[src/rtl/ssp_pkg.sv]
package ssp_pkg;

    localparam int BYTE_W      = 8;
    localparam int ADDR_W      = 3;
    localparam int IRQ_SER_BIT = 3;

    typedef enum logic [ADDR_W-1:0] {
        REG_DATA = 3'd0,
        REG_TLO  = 3'd1,
        REG_THI  = 3'd2,
        REG_CTRL = 3'd3,
        REG_IRQ  = 3'd4
    } reg_sel_e;

    typedef struct packed {
        logic       aux;      // bit 7: stored, no function here
        logic       dir_out;  // bit 6: 1 = transmit
        logic [4:0] spare;    // bits 5..1: stored only
        logic       run;      // bit 0: timer running
    } ctrl_t;

    function automatic logic [BYTE_W-1:0] status_byte(input logic any, input logic ser);
        logic [BYTE_W-1:0] s;
        s = '0;
        s[BYTE_W-1]    = any;
        s[IRQ_SER_BIT] = ser;
        return s;
    endfunction

endpackage

[src/rtl/ssp_timer.sv]
module ssp_timer #(
    parameter int W = 16
) (
    input  logic         clk,
    input  logic         rst,
    input  logic         run,
    input  logic [W-1:0] reload,
    output logic [W-1:0] count,
    output logic         uf
);
    assign uf = run && (count == '0);

    always_ff @(posedge clk) begin
        if (rst) begin
            count <= '0;
        end else if (!run || count == '0) begin
            count <= reload;
        end else begin
            count <= count - 1'b1;
        end
    end
endmodule

[src/rtl/ssp_sync.sv]
module ssp_sync #(
    parameter int   STAGES  = 2,
    parameter logic RST_VAL = 1'b0
) (
    input  logic clk,
    input  logic rst,
    input  logic d,
    output logic q
);
    logic [STAGES-1:0] r;

    for (genvar i = 0; i < STAGES; i++) begin : g_st
        if (i == 0) begin : g_first
            always_ff @(posedge clk) begin
                if (rst) r[i] <= RST_VAL;
                else     r[i] <= d;
            end
        end else begin : g_next
            always_ff @(posedge clk) begin
                if (rst) r[i] <= RST_VAL;
                else     r[i] <= r[i-1];
            end
        end
    end

    assign q = r[STAGES-1];
endmodule

[src/rtl/ssp_tx.sv]
module ssp_tx #(
    parameter int BW = 8
) (
    input  logic          clk,
    input  logic          rst,
    input  logic          en,
    input  logic          uf,
    input  logic          have_byte,
    input  logic [BW-1:0] byte_in,
    output logic          take,
    output logic          done,
    output logic          busy,
    output logic          sck,
    output logic          sdo
);
    localparam int CW = $clog2(BW);
    localparam logic [CW-1:0] LAST = CW'(BW - 1);

    logic [BW-1:0] sh;
    logic [CW-1:0] nrise;

    assign take = en && uf && !busy && have_byte;
    assign sdo  = sh[BW-1];

    always_ff @(posedge clk) begin
        if (rst) begin
            sh    <= '0;
            busy  <= 1'b0;
            sck   <= 1'b1;
            nrise <= '0;
            done  <= 1'b0;
        end else begin
            done <= 1'b0;
            if (!en) begin
                busy  <= 1'b0;
                sck   <= 1'b1;
                nrise <= '0;
            end else if (uf) begin
                if (!busy) begin
                    if (have_byte) begin
                        sh    <= byte_in;
                        busy  <= 1'b1;
                        sck   <= 1'b0;
                        nrise <= '0;
                    end
                end else if (!sck) begin
                    sck <= 1'b1;
                    if (nrise == LAST) begin
                        busy <= 1'b0;
                        done <= 1'b1;
                    end else begin
                        nrise <= nrise + 1'b1;
                    end
                end else begin
                    sck <= 1'b0;
                    sh  <= {sh[BW-2:0], 1'b0};
                end
            end
        end
    end
endmodule

[src/rtl/ssp_rx.sv]
module ssp_rx #(
    parameter int BW     = 8,
    parameter int STAGES = 2
) (
    input  logic          clk,
    input  logic          rst,
    input  logic          en,
    input  logic          sck_in,
    input  logic          sdi,
    output logic          done,
    output logic [BW-1:0] byte_out
);
    localparam int CW = $clog2(BW);
    localparam logic [CW-1:0] LAST = CW'(BW - 1);

    logic          sck_s, sdi_s, sck_prev, rise;
    logic [BW-1:0] sh;
    logic [CW-1:0] nbits;

    ssp_sync #(.STAGES(STAGES), .RST_VAL(1'b1)) u_sync_sck (
        .clk(clk), .rst(rst), .d(sck_in), .q(sck_s)
    );
    ssp_sync #(.STAGES(STAGES), .RST_VAL(1'b0)) u_sync_sdi (
        .clk(clk), .rst(rst), .d(sdi), .q(sdi_s)
    );

    assign rise = sck_s && !sck_prev;

    always_ff @(posedge clk) begin
        if (rst) begin
            sck_prev <= 1'b1;
            sh       <= '0;
            nbits    <= '0;
            done     <= 1'b0;
            byte_out <= '0;
        end else begin
            sck_prev <= sck_s;
            done     <= 1'b0;
            if (!en) begin
                nbits <= '0;
            end else if (rise) begin
                sh <= {sh[BW-2:0], sdi_s};
                if (nbits == LAST) begin
                    nbits    <= '0;
                    done     <= 1'b1;
                    byte_out <= {sh[BW-2:0], sdi_s};
                end else begin
                    nbits <= nbits + 1'b1;
                end
            end
        end
    end
endmodule

[src/rtl/ssp_port.sv]
module ssp_port
    import ssp_pkg::*;
#(
    parameter int TMR_W       = 16,
    parameter int SYNC_STAGES = 2
) (
    input  logic        clk,
    input  logic        rst,
    input  logic [2:0]  bus_addr,
    input  logic        bus_wr,
    input  logic        bus_rd,
    input  logic [7:0]  bus_wdata,
    output logic [7:0]  bus_rdata,
    output logic        irq,
    input  logic        sp_in,
    output logic        sp_out,
    output logic        sp_drive,
    input  logic        cnt_in,
    output logic        cnt_out,
    output logic        cnt_drive
);
    localparam int HI_W = TMR_W - BYTE_W;

    reg_sel_e           sel;
    ctrl_t              ctrl_q;
    logic [TMR_W-1:0]   latch_q;
    logic [TMR_W-1:0]   tmr_count;
    logic               tmr_uf;
    logic [BYTE_W-1:0]  data_q;
    logic [BYTE_W-1:0]  mask_q;
    logic               pend_q;
    logic               flag_q;
    logic               tx_take, tx_done, tx_busy;
    logic               rx_done;
    logic [BYTE_W-1:0]  rx_byte;
    logic               byte_done;
    logic               ctrl_wr, irq_rd, data_wr;

    assign sel       = reg_sel_e'(bus_addr);
    assign ctrl_wr   = bus_wr && sel == REG_CTRL;
    assign data_wr   = bus_wr && sel == REG_DATA;
    assign irq_rd    = bus_rd && sel == REG_IRQ;
    assign byte_done = tx_done || rx_done;

    ssp_timer #(.W(TMR_W)) u_timer (
        .clk(clk), .rst(rst), .run(ctrl_q.run), .reload(latch_q),
        .count(tmr_count), .uf(tmr_uf)
    );

    ssp_tx #(.BW(BYTE_W)) u_tx (
        .clk(clk), .rst(rst), .en(ctrl_q.dir_out), .uf(tmr_uf),
        .have_byte(pend_q), .byte_in(data_q), .take(tx_take),
        .done(tx_done), .busy(tx_busy), .sck(cnt_out), .sdo(sp_out)
    );

    ssp_rx #(.BW(BYTE_W), .STAGES(SYNC_STAGES)) u_rx (
        .clk(clk), .rst(rst), .en(!ctrl_q.dir_out), .sck_in(cnt_in),
        .sdi(sp_in), .done(rx_done), .byte_out(rx_byte)
    );

    always_ff @(posedge clk) begin
        if (rst) begin
            ctrl_q  <= '0;
            latch_q <= '1;
            data_q  <= '0;
            mask_q  <= '0;
            pend_q  <= 1'b0;
            flag_q  <= 1'b0;
        end else begin
            if (ctrl_wr) ctrl_q <= ctrl_t'(bus_wdata);
            if (bus_wr && sel == REG_TLO) latch_q[BYTE_W-1:0] <= bus_wdata;
            if (bus_wr && sel == REG_THI) latch_q[TMR_W-1:BYTE_W] <= bus_wdata[HI_W-1:0];
            if (bus_wr && sel == REG_IRQ) mask_q <= bus_wdata;

            if (rx_done) data_q <= rx_byte;
            if (data_wr) data_q <= bus_wdata;

            if (data_wr && ctrl_q.dir_out) pend_q <= 1'b1;
            else if (tx_take || !ctrl_q.dir_out) pend_q <= 1'b0;

            if (byte_done)   flag_q <= 1'b1;
            else if (irq_rd) flag_q <= 1'b0;
        end
    end

    assign irq       = flag_q && mask_q[IRQ_SER_BIT];
    assign sp_drive  = ctrl_q.dir_out;
    assign cnt_drive = ctrl_q.dir_out;

    always_comb begin
        case (sel)
            REG_DATA: bus_rdata = data_q;
            REG_TLO:  bus_rdata = tmr_count[BYTE_W-1:0];
            REG_THI:  bus_rdata = 8'(tmr_count[TMR_W-1:BYTE_W]);
            REG_CTRL: bus_rdata = ctrl_q;
            REG_IRQ:  bus_rdata = status_byte(irq, flag_q);
            default:  bus_rdata = '0;
        endcase
    end
endmodule

[config.mk]
export PLATFORM = sky130hd
export DESIGN_NAME = ssp_port
export DESIGN_NICKNAME = d
export VERILOG_FILES = /design/src/rtl/ssp_pkg.sv /design/src/rtl/ssp_timer.sv /design/src/rtl/ssp_sync.sv /design/src/rtl/ssp_tx.sv /design/src/rtl/ssp_rx.sv /design/src/rtl/ssp_port.sv
export SDC_FILE = /design/constraint.sdc
export NUM_CORES = 1
export LEC_CHECK = 0
export BUFFER_PORTS_ARGS = -buffer_cell sky130_fd_sc_hd__buf_4
export CORE_ASPECT_RATIO = 1.4
export CORE_MARGIN = 10
export CORE_UTILIZATION = 31
export CTS_CLUSTER_DIAMETER = 50
export DETAILED_ROUTE_END_ITERATION = 10
export PLACE_DENSITY_LB_ADDON = 0.1
export SLEW_MARGIN = 15
export SYNTH_ARGS = -nofsm -noshare
export SYNTH_HDL_FRONTEND = slang
export SYNTH_SLANG_ARGS = --single-unit
[constraint.sdc]
create_clock -name clk -period 7.05 [get_ports clk]
set_clock_uncertainty 0.2 [all_clocks]
set_input_delay 1.41 -clock clk [delete_from_list [all_inputs] [get_ports clk]]
set_output_delay 1.41 -clock clk [all_outputs]
set_load 0.05 [all_outputs]
* Word-level counts from Yosys, hierarchy flattened
Cells that the tools add are included.
** Word-level totals
- Logic and storage cells :: 101
- Output and inout port bits :: 13
- Bits in registers :: 92
- Bits of input ports :: 17
** Operators by class
- Add/subtract/negate cells :: 3
- Bitwise gates (word level) :: 4
- Reductions and logical operators :: 35
- Mux-type cells :: 25
- Equal/unequal tests :: 9
** Operators with widths (count)
- 8-bit two-way mux :: 5
- 8-bit one-hot mux with 5 select lines :: 1
- 16-bit logical NOT :: 1
- 16-bit two-way mux :: 1
- 16-bit by 1-bit subtractor with 16-bit output (second input constant) :: 1
- 3-bit two-way mux :: 5
- 1-bit logical AND :: 13
- 1-bit two-way mux :: 13
- 3-bit == test (second input constant) :: 3
- 4-bit AND reduction :: 2
- 2-bit nonzero test :: 4
- 3-bit by 1-bit adder with 3-bit output (second input constant) :: 2
- 3-bit by 2-bit == test with 1-bit output (second input constant) :: 2
- 2-bit != test (second input constant) :: 3
- 5-bit OR reduction :: 1
- 1-bit logical NOT :: 4
- 1-bit inverter :: 4
- 2-bit AND reduction :: 2
- 2-bit OR reduction :: 2
- 3-bit by 1-bit == test with 1-bit output (second input constant) :: 1
- 3-bit logical NOT :: 1
- 1-bit logical OR :: 3
- 3-bit AND reduction :: 1
- 3-bit OR reduction :: 1

* Logic depth before layout (Yosys ltp)
- Word-level depth :: 8
- Gate-level depth with buffers :: 7
- Mapped depth without buffers :: 6

* By module
Synthesis repeated with hierarchy kept, for this count alone.
** Second synthesis, totals
- Cells, all modules :: 452
- Area total of the unflattened synthesis :: 4365.4 um^2
** Modules (own cells, without submodules)
- ssp_port :: area an instance 1752.9 um^2, instances 1, cells an instance 182, seq. area each 700.7 um^2
- ssp_timer :: area an instance 982.2 um^2, instances 1, cells an instance 102, seq. area each 320.3 um^2
- ssp_tx :: area an instance 777.0 um^2, instances 1, cells an instance 74, seq. area each 280.3 um^2
- ssp_rx :: area an instance 748.2 um^2, instances 1, cells an instance 86, seq. area each 400.4 um^2
- ssp_sync :: area an instance 52.6 um^2, instances 2, cells an instance 4, seq. area each 40.0 um^2

* Least setup slack after synthesis
Ideal clock, no wire load.
- Path kind :: input -> output
- Start point :: input port bus_addr[1]
- End point :: output port bus_rdata[7]
- Path slack :: 1993 ps
- Buffers on the path :: 2
- Data arrival time :: 3447 ps
- Stages :: 5
- Data required time :: 5440 ps
- Cells stage by stage :: clkbuf_1 buf_1 mux4_2 inv_1 o21ai_0
** On the way
- Word-level cells in the longest chain between the ends :: 2
- Elaborated cells between the ends (all ways) :: 6
- Those cells by class :: eq/ne: 4; mux: 1; reduce/logical: 1
** Ends and longest elaborated chain
- from (decl) :: line ssp_port.sv:9 : input logic [2:0] bus_addr,
- 3-bit == test (tied with other cells) :: line ssp_port.sv:91 : case (sel)
- 8-bit one-hot mux with 5 select lines (*) :: line ssp_port.sv:91
- to (decl) :: line ssp_port.sv:13 : output logic [7:0] bus_rdata,
Every way passes the cells marked *; elsewhere a longest branch is shown, timed or not.

* Worst setup path after layout
- Start point :: input port bus_addr[1]
- End point :: output port bus_rdata[0]
Same word-level chain as after synthesis.

==> flow_summary.ini <==
[outcome]
outcome = finished, final reports clean

[routing]
drc_errors = 0
vias = 3049
wl_per_cell_um = 17.3
first_pass_iters = 4
finalWirelength_um = 10400
ant_nets = 0
drtIter0Drc = 145
viasPerCell = 5.05

[synthesis]
synth_most_common_cell = dfxtp_1
synthTopCellsByArea = dfxtp_1 45%, nand2_1 6.1%, mux2i_1 5.3%
avgSynthCellArea_sq_um = 9.06
yosys.area.top_type_share_pct = 44.9
synth_top_cell_by_area = dfxtp_1
yosys_register_bits = 89
synth_fp_nets = 461
yosysUniqueCellTypes = 41
synthArstFlopShare_pct = 0
syn-cell-area_sq_um = 3970
ys.flop_type = dfxtp_1
synthTopCellsByCount = 89 x dfxtp_1, 65 x nand2_1, 43 x nor2_1, 31 x a21oi_1, 27 x a211oi_1
synthCells = 438
synth-seq-area-share_pct = 44.9
yosysWarnings = 0
synth-edff-count = 0

[run]
maxCapViolations = 0

[power_and_ir_drop]
leakage_uw = 0.00164
peakVddDrop_mv = 0.104
power_density_nw_per_um2 = 246

[clock_network]
cts_num_sinks = 89
hold_buffers = 0
post_cts_resized = 0
tritoncts = yes
post_cts_buffers = 0
cts_max_level = 3
insertion_delay_ps = 340
clock_path_buffers = 2
cts_root_buf = clkbuf_16
clk_pin_slew_worst_paths_ps = 60
cts_buffers = 9

[setup_path]
worstPathCellList = buf_4, mux4_2, nor2b_1, buf_4
r2r-end = u_tx.sh[0]
rrSetupSlack_ps = 4490
arrival_ps = 2500
end_kind = primary output
cpMostUsedCell = buf_4
reg2regPathDepth = 5
startpoint_type = input pin
crit_required_ps = 5440
r2r_start = u_timer.count[9]
path_class = input pin to primary output
cp_slowest_stage_delay_ps = 530
cp_slowest_cell = mux4_2
path_max_fanout = 16

[worst_hold_path]
hold_end = u_rx.u_sync_sck.q
min_from = u_rx.u_sync_sck.r[0]
hp-class = flip-flop to flip-flop
hold_depth = 1

[final_layout]
final_nets = 472
drive_gt1_share_pct = 13.7
fin_area_sq_um = 4570
syn_to_final_growth_pct = 15.1
final_core_util_pct = 36.7
diodes = 0

[timing]
slew_violations = 0
rsz0062_at_grt = no
period_needed_ps = 4110
tightest_slew_ps = 1070
layout_setup_ws_ps = 2940
hold_slack_ps = 211
tns_ps = 0
fmax_mhz = 243
slew_headroom_pct = 28.5
setup_viol = 0
period_share_pct = 58.4
final_hold_viol_count = 0

[floorplanning]
die_x_um = 116
num_io_pins = 30
fp-row-count = 48
start_util_pct = 31.9
die_h_um = 154
dieArea_sq_um = 17800
core_area_sq_um = 12400

[global_routing]
grt_start_max_net_pins = 84
grt_pass1_vias = 2958
overflow = 0
grt_use_total_pct = 11.9
grt_pass1_wl_um = 16400
antenna_found_initial = 0

[place]
place_congestion = 0.796
io_buffers = 29
dp_hpwl_um = 7350
dpl-instance-area_sq_um = 4250
dp_slack_ps = 2930
[sequential cells by signal, indices dropped and copies added (netlist names), 3 cells and up]
| signal | cells |
|---|---|
| u_rx.sh | 7 |
| u_rx.nbits | 3 |
| u_tx.sh | 8 |
| ctrl_q | 7 |
| u_tx.nrise | 3 |
| u_rx.byte_out | 8 |
| data_q | 8 |
| u_timer.count | 16 |
| latch_q | 16 |
[cell type report]
type | count | area (sq um)
Inverter | 5 | 18.8
Sequential cell | 89 | 1780
Timing Repair Buffer | 29 | 218
Multi-Input combinational cell | 315 | 2050
Tap cell | 150 | 188
Clock inverter | 6 | 73.8
Fill cell | 1287 | 7860
Clock buffer | 10 | 239
[routing by layer]
metal	vias up	track usage (%)	share of wire [%]
met5	-	0	0
met4	0	5.20	1.9
met3	11	2.88	3.2
met2	51	18.8	47
met1	1424	14.9	48
li1	1563	-	-
[how the worst max path moves through the flow]
stage / start / end / slack (ps) / cells past startpoint
after global routing: bus_addr[1] / bus_rdata[0] / 2880 / 4
after CTS: bus_addr[0] / bus_rdata[7] / 2930 / 5
final: bus_addr[1] / bus_rdata[0] / 2940 / 4
after floorplan: bus_addr[1] / bus_rdata[7] / 1990 / 5
after detailed placement: bus_addr[0] / bus_rdata[7] / 2930 / 5
after global placement: bus_addr[0] / bus_rdata[7] / 2920 / 5
[critical path, delay by kind of cell]
kind          cells  cell delay, ps
buf+inv           2             410
mux               1             530
simple gates      1             140
[per-stage QoR]
stage          power (uW)  std cells
3_3_place_gp          636        588
3_5_place_dp          636        588
6_report             1130        604
4_1_cts              1140        604
2_1_floorplan         602        438
5_1_grt              1170        604
[power by group]
group          switching [uW]  total, uW  internal (uW)
Combinational            53.0       89.7           36.6
Sequential               17.9        535            517
Clock                     212        501            289
[logic make-up after synthesis]
| logic type | synth area share, % |
|---|---|
| AO/OA/AOI/OAI | 14.9 |
| XOR/XNOR | 2.43 |
| adder cells (fa/ha/maj) | 1.89 |
| buffers and inverters | 3.50 |
| flip-flops | 44.9 |
| multiplexers | 9.27 |
| AND/OR/NAND/NOR | 23.1 |
[layout by cell type (no fill, tap or decap), types with 3 or more instances in the layout]
| cell type | count |
|---|---|
| dfxtp_1 | 89 |
| nand2_1 | 65 |
| nor2_1 | 42 |
| a21oi_1 | 31 |
| buf_4 | 29 |
| a211oi_1 | 27 |
| mux2i_1 | 21 |
| nor2b_1 | 17 |
| o21ai_0 | 11 |
| nand3b_1 | 10 |
| nor3_1 | 10 |
| nand3_1 | 9 |
| clkbuf_16 | 9 |
| a211o_1 | 8 |
| mux4_2 | 7 |
| nand2b_1 | 7 |
| xor2_1 | 7 |
| ha_1 | 6 |
| inv_1 | 5 |
| xnor2_1 | 4 |
| or2_2 | 3 |
| nand4_1 | 3 |
| a311oi_1 | 3 |
| clkinv_4 | 3 |
(Power assumes the default switching activity.)
